<file path="src/rtl/pslv_pkg.sv">
package pslv_pkg;
    localparam int CTRL_W   = 8;
    localparam int DIR_W    = 4;
    localparam int BIT_MODE = 4;
    localparam int BIT_OVF  = 5;
    localparam int BIT_OBF  = 6;
    localparam int BIT_IBF  = 7;

    typedef struct packed {
        logic [7:0]       in_byte;
        logic [7:0]       out_byte;
        logic [DIR_W-1:0] dir;
        logic             mode;
        logic             ibf;
        logic             obf;
        logic             ovf;
    } pslv_state_t;

    localparam pslv_state_t PSLV_RESET = '{
        in_byte:  8'h00,
        out_byte: 8'h00,
        dir:      {DIR_W{1'b1}},
        mode:     1'b0,
        ibf:      1'b0,
        obf:      1'b0,
        ovf:      1'b0
    };
endpackage

</file>
<file path="src/rtl/pslv_sync.sv">
module pslv_sync #(
    parameter int WIDTH  = 3,
    parameter int STAGES = 2
) (
    input  logic             clk,
    input  logic             rst_n,
    input  logic [WIDTH-1:0] async_i,
    output logic [WIDTH-1:0] sync_o
);
    logic [STAGES-1:0][WIDTH-1:0] stage_q;

    always_ff @(posedge clk or negedge rst_n) begin
        if (!rst_n) stage_q[0] <= '1;
        else        stage_q[0] <= async_i;
    end

    for (genvar s = 1; s < STAGES; s++) begin : g_stage
        always_ff @(posedge clk or negedge rst_n) begin
            if (!rst_n) stage_q[s] <= '1;
            else        stage_q[s] <= stage_q[s-1];
        end
    end

    assign sync_o = stage_q[STAGES-1];
endmodule

</file>
<file path="src/rtl/pslv_edge.sv">
module pslv_edge #(
    parameter int WIDTH = 3
) (
    input  logic             clk,
    input  logic             rst_n,
    input  logic [WIDTH-1:0] level_i,
    output logic [WIDTH-1:0] rise_o
);
    logic [WIDTH-1:0] prev_d, prev_q;

    always_comb prev_d = level_i;

    always_ff @(posedge clk or negedge rst_n) begin
        if (!rst_n) prev_q <= '1;
        else        prev_q <= prev_d;
    end

    assign rise_o = level_i & ~prev_q;
endmodule

</file>
<file path="src/rtl/pslv_regs.sv">
module pslv_regs
    import pslv_pkg::*;
(
    input  logic        clk,
    input  logic        rst_n,
    input  logic        cs_lvl,
    input  logic        wr_lvl,
    input  logic        rd_rise,
    input  logic        wr_rise,
    input  logic [7:0]  bus_in,
    input  logic        ctrl_we,
    input  logic [7:0]  ctrl_wdata,
    input  logic        in_re,
    input  logic        out_we,
    input  logic [7:0]  out_wdata,
    output pslv_state_t state_o
);
    pslv_state_t st_d, st_q;
    logic        sel_lvl, wr_done, rd_done;

    always_comb begin
        sel_lvl = st_q.mode & ~cs_lvl;
        wr_done = sel_lvl & wr_rise;
        rd_done = sel_lvl & rd_rise;
        st_d    = st_q;

        // capture while the write strobe is held
        if (sel_lvl && !wr_lvl) st_d.in_byte = bus_in;

        if (ctrl_we) begin
            st_d.dir  = ctrl_wdata[DIR_W-1:0];
            st_d.mode = ctrl_wdata[BIT_MODE];
            st_d.ovf  = st_q.ovf & ctrl_wdata[BIT_OVF];
        end
        if (wr_done && st_q.ibf) st_d.ovf = 1'b1;

        if (in_re)   st_d.ibf = 1'b0;
        if (wr_done) st_d.ibf = 1'b1;

        if (rd_done) st_d.obf = 1'b0;
        if (out_we) begin
            st_d.obf      = 1'b1;
            st_d.out_byte = out_wdata;
        end
    end

    always_ff @(posedge clk or negedge rst_n) begin
        if (!rst_n) st_q <= PSLV_RESET;
        else        st_q <= st_d;
    end

    assign state_o = st_q;
endmodule

</file>
<file path="src/rtl/par_slave_port.sv">
module par_slave_port
    import pslv_pkg::*;
#(
    parameter int SYNC_STAGES = 2
) (
    input  logic       clk,
    input  logic       rst_n,
    input  logic       ext_cs_n,
    input  logic       ext_rd_n,
    input  logic       ext_wr_n,
    input  logic [7:0] ext_data_i,
    output logic [7:0] ext_data_o,
    output logic       ext_data_oe,
    input  logic       cpu_ctrl_we,
    input  logic [7:0] cpu_ctrl_wdata,
    output logic [7:0] cpu_ctrl_rdata,
    input  logic       cpu_in_re,
    output logic [7:0] cpu_in_data,
    input  logic       cpu_out_we,
    input  logic [7:0] cpu_out_wdata
);
    localparam int NSTB = 3;  // {cs, wr, rd}

    logic [NSTB-1:0] stb_sync, stb_rise;
    pslv_state_t     st;

    pslv_sync #(.WIDTH(NSTB), .STAGES(SYNC_STAGES)) u_sync (
        .clk     (clk),
        .rst_n   (rst_n),
        .async_i ({ext_cs_n, ext_wr_n, ext_rd_n}),
        .sync_o  (stb_sync)
    );

    pslv_edge #(.WIDTH(NSTB)) u_edge (
        .clk     (clk),
        .rst_n   (rst_n),
        .level_i (stb_sync),
        .rise_o  (stb_rise)
    );

    pslv_regs u_regs (
        .clk        (clk),
        .rst_n      (rst_n),
        .cs_lvl     (stb_sync[2]),
        .wr_lvl     (stb_sync[1]),
        .rd_rise    (stb_rise[0]),
        .wr_rise    (stb_rise[1]),
        .bus_in     (ext_data_i),
        .ctrl_we    (cpu_ctrl_we),
        .ctrl_wdata (cpu_ctrl_wdata),
        .in_re      (cpu_in_re),
        .out_we     (cpu_out_we),
        .out_wdata  (cpu_out_wdata),
        .state_o    (st)
    );

    assign ext_data_oe    = st.mode & ~ext_rd_n & ~ext_cs_n;
    assign ext_data_o     = st.out_byte;
    assign cpu_in_data    = st.in_byte;
    assign cpu_ctrl_rdata = {st.ibf, st.obf, st.ovf, st.mode, st.dir};
endmodule

</file>
<file path="config.mk">
export PLATFORM = sky130hd
export DESIGN_NAME = par_slave_port
export DESIGN_NICKNAME = d
export VERILOG_FILES = /design/src/rtl/pslv_pkg.sv /design/src/rtl/pslv_sync.sv /design/src/rtl/pslv_edge.sv /design/src/rtl/pslv_regs.sv /design/src/rtl/par_slave_port.sv
export SDC_FILE = /design/constraint.sdc
export NUM_CORES = 1
export LEC_CHECK = 0
export BUFFER_PORTS_ARGS = -buffer_cell sky130_fd_sc_hd__buf_2
export CORE_UTILIZATION = 51
export CTS_BUF_LIST = sky130_fd_sc_hd__clkbuf_4 sky130_fd_sc_hd__clkbuf_8
export DETAILED_ROUTE_END_ITERATION = 7
export PLACE_DENSITY = 0.86
export SLEW_MARGIN = 20
export SYNTH_ARGS = -nofsm -noshare
export SYNTH_HDL_FRONTEND = slang
export SYNTH_HIERARCHICAL = 1
export SYNTH_SLANG_ARGS = --single-unit
</file>
<file path="constraint.sdc">
create_clock -name clk -period 3.4 [get_ports clk]
set_clock_uncertainty 0.1 [all_clocks]
set_input_delay 0.51 -clock clk [delete_from_list [all_inputs] [get_ports clk]]
set_output_delay 0.51 -clock clk [all_outputs]
set_load 0.05 [all_outputs]
</file>
==> results of run 1 <==
==> sequential cells by signal, indices dropped and copies added (netlist names) <==
| register | flops |
|---|---|
| u_regs/state_o | 24 |
| u_sync/stage_q | 3 |
| u_sync/sync_o | 3 |
| u_edge/prev_q | 2 |
==> final cells by class <==
type                       instances  area (um^2)
clock buffer                       7         52.6
clock inverter                     1         5.00
fill                             166          671
inverter                           1         3.75
multi-input combinational         31          338
sequential                        32          816
tap                               28         35.0
timing repair buffer              54          270
==> metrics by stage <==
stage	util [%]	total power, W	hold slack, ps
2_1_floorplan	-	0.000656	114
3_3_place_gp	66.8	0.000720	246
3_5_place_dp	66.8	0.000728	248
4_1_cts	69.4	0.000942	127
5_1_grt	69.4	0.000977	149
6_report	69.4	0.000926	116
==> power groups by stage <==
stage / Sequential (W) / Combinational, W / Clock [W]
final: 0.000455 / 0.000263 / 0.000209
after CTS: 0.000456 / 0.000266 / 0.000220
after floorplan: 0.000603 / 0.0000530 / 0
after global placement: 0.000459 / 0.000261 / 0
after detailed placement: 0.000462 / 0.000266 / 0
after global routing: 0.000462 / 0.000275 / 0.000241
==> layout by cell type (no fill, tap or decap) <==
master / instances
o21ai_0: 1
nor3b_4: 1
clkbuf_4: 7
a21o_1: 1
dfrtp_1: 20
nor2b_4: 2
nand3b_1: 2
buf_2: 54
o2bb2ai_1: 1
clkinv_2: 1
mux2_2: 21
nor3b_2: 1
nand2b_1: 1
dfstp_2: 12
inv_1: 1
==> routing by layer <==
| metal | GRT usage [%] | part of all wire [%] |
|---|---|---|
| met4 | 5.71 | 0 |
| met5 | 0 | 0 |
| met2 | 30.7 | 52 |
| met1 | 19.0 | 40 |
| met3 | 9.09 | 7.8 |
==> worst max path at each step <==
stage	from	endpoint	slack, ps	cells after the start
global route	u_regs/state_o[3]	ext_data_oe	1500	2
CTS	u_regs/state_o[3]	ext_data_oe	1570	2
detailed placement	ext_rd_n	ext_data_oe	1740	3
floorplan	u_regs/state_o[3]	ext_data_oe	1370	1
global placement	ext_rd_n	ext_data_oe	1740	3
finish	u_regs/state_o[3]	ext_data_oe	1600	2
==> results by group, run 1 <==
Layout
  – Finished Layout Cells: around 150
  – Design area: 1520 um^2
  – Layout cell share with drive strength beyond 1: 78.6%
  – N_diodes: 0
  – Nets: 157
  – Area growth from synthesis to layout: 28.3%

Hold path
  – Worst hold path class: in2async

Setup path
  – Reg2Reg Setup Slack: 1930 ps
  – Critical path buffers and inverters: 1
  – Crit-path cells: nor3b_2, buf_2
  – Arrival @ worst endpoint: roughly 1200 ps
  – Critical path launch point type: register
  – Reg2reg path depth: 2
  – Worst reg2reg path endpoint: u_regs/state_o[19]
  – Worst path slowest cell: dfrtp_1
  – RR Startpoint: u_regs/state_o[3]
  – Max Fanout on Critical Path: 6
  – CP delay by family, top: flip-flops
  – Critical path class: reg2out
  – Worst Setup End Kind: output pin
  – WP data required: 2790 ps
  – CP peak stage delay: about 430 ps

Timing
  – Setup TNS: 0 ps
  – # setup viols final: 0
  – Crit path time final: 1800 ps
  – Unrepaired setup endpoints after global routing: no
  – Final count of hold timing violations: 0
  – Relative slew slack: between 50% and 60%
  – Max Freq: 0.555 GHz
  – Tcrit/Tclk final: 53.0%
  – Slew Limit Fails: 0
  – PnR worst setup slack: 1600 ps
  – Slew @ Worst Pin: 664 ps

Logic synthesis
  – Synth warn: 6
  – Syn Area/Cell: 17.4 um^2
  – Synth Cell Area: 1180 um^2
  – Synth Instances: between 60 and 70
  – Syn_nets: 100

Route
  – Final WL: 1900 um
  – Vias per cell: 4.75
  – Routed Antenna Nets: 0
  – Via count: 732
  – DRC: 0
  – Drt first pass iters: 2
  – DR WL/cell: about 12 um
  – DRT iter0 DRCs: 3

Die
  – Starting Density: 54.1%
  – # IOs: 57
  – Core ar.: 2190 um^2
  – Die footprint: 2520 um^2
  – Row cnt: 17
  – Die W: 50.2 um
  – Die height: 50.2 um

Clock network
  – H-tree levels: 2
  – Post-CTS setup buffer count: 0
  – Clock root buffer: clkbuf_4
  – CTS resizes: 0
  – Worst-path clk slew: 100 ps
  – TritonCTS clock tree: done
  – Cts hold-fix bufs: 0
  – Worst-skew pair later-pin latency: 320 ps
  – Num CTS Buffers: 5
  – Clk sinks: 32
  – Max Root-Sink Buffers: 2

Global route
  – Overflow after GRT: 0
  – First-pass GRT wire length: 3110 um
  – Largest net degree at the start of global routing: 33
  – Initial antenna violation count: 0
  – GRT Total Usage: 17.9%
  – Vias in the first global route: 722

Run
  – Max-Cap Viols: 0

Placement
  – Global placer's final weighted congestion: roughly 0.62
  – Placed Cells incl. Taps: 146
  – Post-Place Cell Area: 1460 um^2
  – Setup WS pre-CTS: 1740 ps
  – IO buf count: 54

Power
  – Clock network power share: 22.5%
  – Static Leak: 0.731 nW
  – Comb power frac: 28.4%
  – VDD IR max: about 0.39 mV
  – Reg power frac: 49.1%
  – Int Pwr: 0.000604 W
  – Switch Pwr: around 0.00032 W
  – P per Cell Area: 609 nW/um^2
  – Sw frac: 34.8%

Outcome
  – Status: completed
Note: power is estimated with default switching activity, not from simulation.
==> run 2: changes to the inputs <==
CORE_UTILIZATION = 47   (was 51)
PLACE_DENSITY = 0.81   (was 0.86)
clock period = 1.7 ns   (was 3.4 ns; I/O delays follow)
==> run 2 against run 1 <==
Critical path depth unchanged. Non-clock buffer count increased by 5. Highest routed layer is now met4. Hold slack got worse by 50 ps. Design area increased by 3.7%. Count of clock-buffer cells in the layout unchanged. Utilization decreased by 0.76 points. Clock power increased by 98%. Via count increased by 5.5%. Die area increased by 8.2%. Sequential share of layout area decreased by 1.9 points.
==> results by group, run 2 (synthesis gave the netlist of run 1 again) <==
Route
  – Routed Antenna Nets: 0 (unchanged)
  – Drt first pass iters: 4 (+2)
  – Via count: 772 (+5.5%)
  – Final WL: 2070 um (+9.1%)
  – DRC: 0 (unchanged)
  – DR WL/cell: 13.0 um (+5.6%)
  – Vias per cell: 4.86 (+2.1%)
  – DRT iter0 DRCs: 2 (-1)

Setup path
  – WP data required: 1340 ps (-1450 ps)
  – Max Fanout on Critical Path: 6 (unchanged)
  – Worst Setup End Kind: output pin
  – Critical path launch point type: register
  – Arrival @ worst endpoint: 1230 ps (+40 ps)
  – CP Launch Point: u_regs/state_o[3]
  – Critical path class: reg2out
  – Reg2Reg Setup Slack: 240 ps (-1690 ps)
  – RR Startpoint: u_regs/state_o[3]

Power
  – Static Leak: 0.755 nW (+3.3%)
  – P per Cell Area: 1180 nW/um^2 (+94%)
  – VDD IR max: 0.807 mV (+110%)

Timing
  – Slew @ Worst Pin: 653 ps (-11.1 ps)
  – WHS: 65.9 ps (-49.9 ps)
  – Max Freq: roughly 0.63 GHz
  – Tcrit/Tclk final: 93.4%
  – Slew Limit Fails: 0 (unchanged)
  – Setup TNS: 0 ps (unchanged)
  – # setup viols final: 0 (unchanged)
  – Final count of hold timing violations: 0 (unchanged)
  – Unrepaired setup endpoints after global routing: no
  – Crit path time final: 1590 ps
  – Relative slew slack: 56.5% (+0.74 points)

Layout
  – N_diodes: 0 (unchanged)
  – Max reg flops: 24 (unchanged)
  – Layout cell share with drive strength beyond 1: 75.6% (-3.0 points)
  – Most common cell after layout, fill and taps aside: buf_2
  – Area of the multi-input gates: 344 um^2 (+1.9%)
  – Nets: 162 (+3.2%)
  – Fillers: 189 (+14%)
  – Commonest non-fill, non-tap cells in the layout: buf_2, mux2_2, dfrtp_1
  – Area growth from synthesis to layout: 33.1%
  – FF+latch area: 816 um^2 (unchanged)

Clock network
  – Clk sinks: 32 (unchanged)
  – H-tree levels: 2 (unchanged)
  – Worst-skew pair later-pin latency: 320 ps (about the same)
  – Clock root buffer: clkbuf_4
  – Max Root-Sink Buffers: 2 (unchanged)
  – CTS resizes: 0 (unchanged)
  – Num CTS Buffers: 5 (unchanged)
  – TritonCTS clock tree: done
  – Worst-path clk slew: 100 ps (about the same)

Global route
  – Initial antenna violation count: 0 (unchanged)
  – First-pass GRT wire length: 3430 um (+10%)
  – Overflow after GRT: 0 (unchanged)
  – GRT Total Usage: 18.5% (+0.55 points)
  – Vias in the first global route: 770 (+6.6%)
  – Largest net degree at the start of global routing: 33 (unchanged)

Run
  – Max-Cap Viols: 0 (unchanged)

Die
  – # IOs: 57 (unchanged)
  – Die footprint: 2730 um^2 (+8.2%)
  – Die W: 52.2 um (+4.0%)
  – Starting Density: 51.6% (-2.5 points)
  – Die height: 52.2 um (+4.0%)
  – Row cnt: 17 (unchanged)
  – Core ar.: 2300 um^2 (+4.9%)

Outcome
  – Status: completed

Hold path
  – Hold Crit Start: ext_data_i[6]
  – Worst hold path class: in2reg

Placement
  – IO buf count: 54 (unchanged)
  – Global placer's final weighted congestion: 0.681 (+10%)
  – Hpwl dp: 1500 um
==> run 2: changes by cell type in the layout (fill, tap and decap cells not counted), sizes merged <==
cell,previous run,this run
dlygate4sd3,0,5
==> run 2: routing by layer <==
metal,vias up,part of all wire (%),wire (um),GRT usage [%]
met5,-,0,0,0
met4,0,2.6,53,9.21
met3,8,7.4,152,8.99
met2,37,51,1060,29.3
met1,374,39,803,20.6
li1,353,-,-,-
==> run 2: what timing repair did <==
item,CTS,global route
hold buffers,5,0
endpoints found under the hold margin,24,0
setup buffers,0,0
==> run 2: layout make-up <==
cell class,count,area share [%]
clock buffers,7,3.33
well taps,28,2.22
clock inverters,1,0.317
multi-input cells,31,21.8
inverters,1,0.238
flip-flops and latches,32,51.7
repair buffers,59,20.3
==> run 2: final timing paths <==
kind | to | cells past startpoint
max | ext_data_oe | 2
min | u_regs/state_o[22] | 2
max reg2reg | u_regs/state_o[19] | 2
min reg2reg | u_sync/sync_o[1] | 0
max in group asynchronous | u_regs/state_o[19] | 2
min in group asynchronous | u_regs/state_o[2] | 2
==> run 2: power breakdown <==
group / switching (W) / leakage, nW / internal [W]
clock: 0.000222 / 0.0361 / 0.000193
combinational: 0.000379 / 0.356 / 0.000161
sequential: 0.0000451 / 0.362 / 0.000864
==> run 2: metrics by stage <==
stage	util, %	power (W)	cell area [um^2]	std cells	setup slack, ps
finish	68.6	0.00186	1580	159	113
global route	68.6	0.00196	1580	159	27.5
CTS	68.6	0.00189	1580	159	97.8
detailed placement	63.9	0.00146	1470	146	249
global placement	63.9	0.00144	1470	146	277
floorplan	-	0.00131	1190	68	19.6
==> run 2: worst max-delay path, cell delays in order (launching register included) <==
cell,delay [ps]
dfrtp_1,420
nor3b_4,210
buf_2,290
==> run 3: changes to the inputs <==
--- a/config.mk
+++ b/config.mk
@@ -7,7 +7,7 @@
 export LEC_CHECK = 0
-export BUFFER_PORTS_ARGS = -buffer_cell sky130_fd_sc_hd__buf_2
-export CORE_UTILIZATION = 47
+export CORE_UTILIZATION = 55
 export CTS_BUF_LIST = sky130_fd_sc_hd__clkbuf_4 sky130_fd_sc_hd__clkbuf_8
 export DETAILED_ROUTE_END_ITERATION = 7
-export PLACE_DENSITY = 0.81
+export DONT_BUFFER_PORTS = 1
+export PLACE_DENSITY = 0.7
 export SLEW_MARGIN = 20
--- a/constraint.sdc
+++ b/constraint.sdc
@@ -4,2 +4,2 @@
 set_output_delay 0.255 -clock clk [all_outputs]
-set_load 0.05 [all_outputs]
+set_load 0.01 [all_outputs]
==> run 3 against run 2 <==
Final cell count decreased by 16%. Hold slack got worse by 15 ps. Utilization increased by 12 points. Critical path depth increased by 1. Critical path type is now reg2reg.
==> results by group, run 3 (synthesis gave the netlist of run 1 again) <==
Power
  – Comb power frac: 12.4% (-16 points)
  – Int Pwr: 0.00124 W (+1.7%)
  – Switch Pwr: 0.000369 W (-43%)
  – Reg power frac: 59.6% (+11 points)
  – Total power: 0.00161 W (-14%)
  – Clock network power share: 28.0% (+5.8 points)
  – Static Leak: 0.666 nW (-12%)
  – Sw frac: 23.0% (-12 points)
  – VDD IR max: 0.753 mV (-6.8%)
  – P per Cell Area: 1000 nW/um^2 (-15%)

Setup path
  – Arrival @ worst endpoint: 1660 ps (+430 ps)
  – Reg2reg path depth: 3 (+1)
  – Max Fanout on Critical Path: 5 (-1)
  – WP data required: 1790 ps (+450 ps)
  – RR Startpoint: u_regs/state_o[3]
  – Critical path class: reg2reg
  – Worst Setup End Kind: register
  – Worst reg2reg path endpoint: u_regs/state_o[3]
  – Critical path launch point type: register
  – Reg2Reg Setup Slack: 130 ps (-110 ps)

Timing
  – Final count of hold timing violations: 0 (unchanged)
  – # setup viols final: 0 (unchanged)
  – Tcrit/Tclk final: 92.6% (-0.72 points)
  – Slew @ Worst Pin: 419 ps (-233 ps)
  – PnR worst setup slack: 125 ps (+12.3 ps)
  – Crit path time final: 1570 ps (-12.3 ps)
  – Setup TNS: 0 ps (unchanged)
  – Relative slew slack: 72.0% (+16 points)
  – Slew Limit Fails: 0 (unchanged)
  – Unrepaired setup endpoints after global routing: no
  – Max Freq: 0.635 GHz (+0.78%)

Die
  – Die W: 48.4 um (-7.3%)
  – Die height: 48.4 um (-7.3%)
  – Die footprint: 2340 um^2 (-14%)
  – Core ar.: 2000 um^2 (-13%)
  – Starting Density: 59.2% (+7.6 points)
  – # IOs: 57 (unchanged)
  – Row cnt: 16 (-1)

Clock network
  – Clock root buffer: clkbuf_4
  – Worst-skew pair later-pin latency: 300 ps (-20 ps)
  – TritonCTS clock tree: done
  – Post-CTS setup buffer count: 0 (unchanged)
  – Max Root-Sink Buffers: 2 (unchanged)
  – Num CTS Buffers: 5 (unchanged)
  – CTS resizes: 0 (unchanged)
  – Cts hold-fix bufs: 33 (+28)
  – Clk sinks: 32 (unchanged)
  – H-tree levels: 2 (unchanged)
  – Worst-path clk slew: 80 ps (-20 ps)

Hold path
  – Hold endpoint: u_regs/state_o[0]
  – Hold Crit Start: cpu_ctrl_we
  – Worst hold path class: in2reg
  – Worst hold path cell count: 2 (unchanged)

Route
  – Vias per cell: 4.89 (+0.81%)
  – Via count: 651 (-16%)
  – DRT iter0 DRCs: 1 (-1)
  – DR WL/cell: 15.2 um (+17%)
  – Final WL: 2020 um (-2.1%)
  – Drt first pass iters: 2 (-2)
  – Routed Antenna Nets: 0 (unchanged)
  – DRC: 0 (unchanged)

Placement
  – Hpwl dp: 1110 um (-26%)
  – IO buf count: 0 (-100%)
  – Setup WS pre-CTS: 307 ps (+57.5 ps)
  – Global placer's final weighted congestion: 0.649 (-4.7%)

Layout
  – Post-layout util: 80.2% (+12 points)
  – Max reg flops: 24 (unchanged)
  – Commonest non-fill, non-tap cells in the layout: dlygate4sd3_1, mux2_2, dfrtp_1
  – Area growth from synthesis to layout: 35.5%
  – N_diodes: 0 (unchanged)
  – Nets: 137 (-15%)
  – Layout cell share with drive strength beyond 1: 44.3% (-31 points)
  – Most common cell after layout, fill and taps aside: dlygate4sd3_1

Global route
  – Overflow after GRT: 0 (unchanged)
  – First-pass GRT wire length: 3290 um (-4.0%)
  – GRT Total Usage: 19.7% (+1.2 points)
  – Largest net degree at the start of global routing: 33 (unchanged)
  – Vias in the first global route: 719 (-6.6%)
  – Initial antenna violation count: 0 (unchanged)

Run
  – Max-Cap Viols: 0 (unchanged)

Outcome
  – Status: completed
run 3: cell count changes in the layout (fill, tap and decap cells not counted), sizes merged:
cell	delta
dlygate4sd3	+27
buf	-52
clkinv	-1
clkbuf	+1
run 3: area by class of cell:
class,count,area [um^2]
Tap cell,27,33.8
Sequential cell,32,816
Multi-Input combinational cell,31,338
Fill cell,122,397
Inverter,1,3.75
Timing Repair Buffer,34,348
Clock buffer,8,66.3
run 3: worst max-delay path, cell delays in order, from the launching register on:
cell,delay [ps]
dfrtp_1,390
buf_4,170
mux2_2,250
dlygate4sd3_1,550
run 3: per-stage QoR:
step	hold slack [ps]	instances	cell area, um^2
floorplan	-141	68	1180
global placement	-140	92	1200
detailed placement	-140	92	1200
CTS	9.62	133	1610
global route	41.0	133	1610
finish	50.7	133	1610
run 3: worst max path at each step:
| stage | from | cells after the start | slack, ps | endpoint |
|---|---|---|---|---|
| 3_5_place_dp | u_sync/sync_o[2] | 2 | 310 | u_regs/state_o[21] |
| 3_3_place_gp | u_sync/sync_o[2] | 2 | 340 | u_regs/state_o[18] |
| 6_report | u_regs/state_o[3] | 3 | 130 | u_regs/state_o[3] |
| 5_1_grt | u_regs/state_o[3] | 3 | 90 | u_regs/state_o[3] |
| 4_1_cts | u_regs/state_o[3] | 3 | 140 | u_regs/state_o[3] |
| 2_1_floorplan | u_sync/sync_o[2] | 3 | 300 | u_regs/state_o[16] |
run 3: power by group through the flow:
stage,Sequential (W),Clock (W),Combinational [W]
after floorplan,0.000960,0,0.000102
after global placement,0.000971,0,0.000105
after detailed placement,0.000974,0,0.000110
after CTS,0.000959,0.000482,0.000198
after global routing,0.000970,0.000507,0.000217
final,0.000959,0.000450,0.000199
run 3: per-layer routing:
layer  wire length [um]  vias to the layer above  track usage [%]  part of all wire, %
met5                  0                        -                0                    0
met4                 12                        0             5.88                 0.59
met3                123                        2             8.81                  6.1
met2               1120                       29             35.9                   55
met1                770                      316             20.2                   38
li1                   -                      304                -                    -
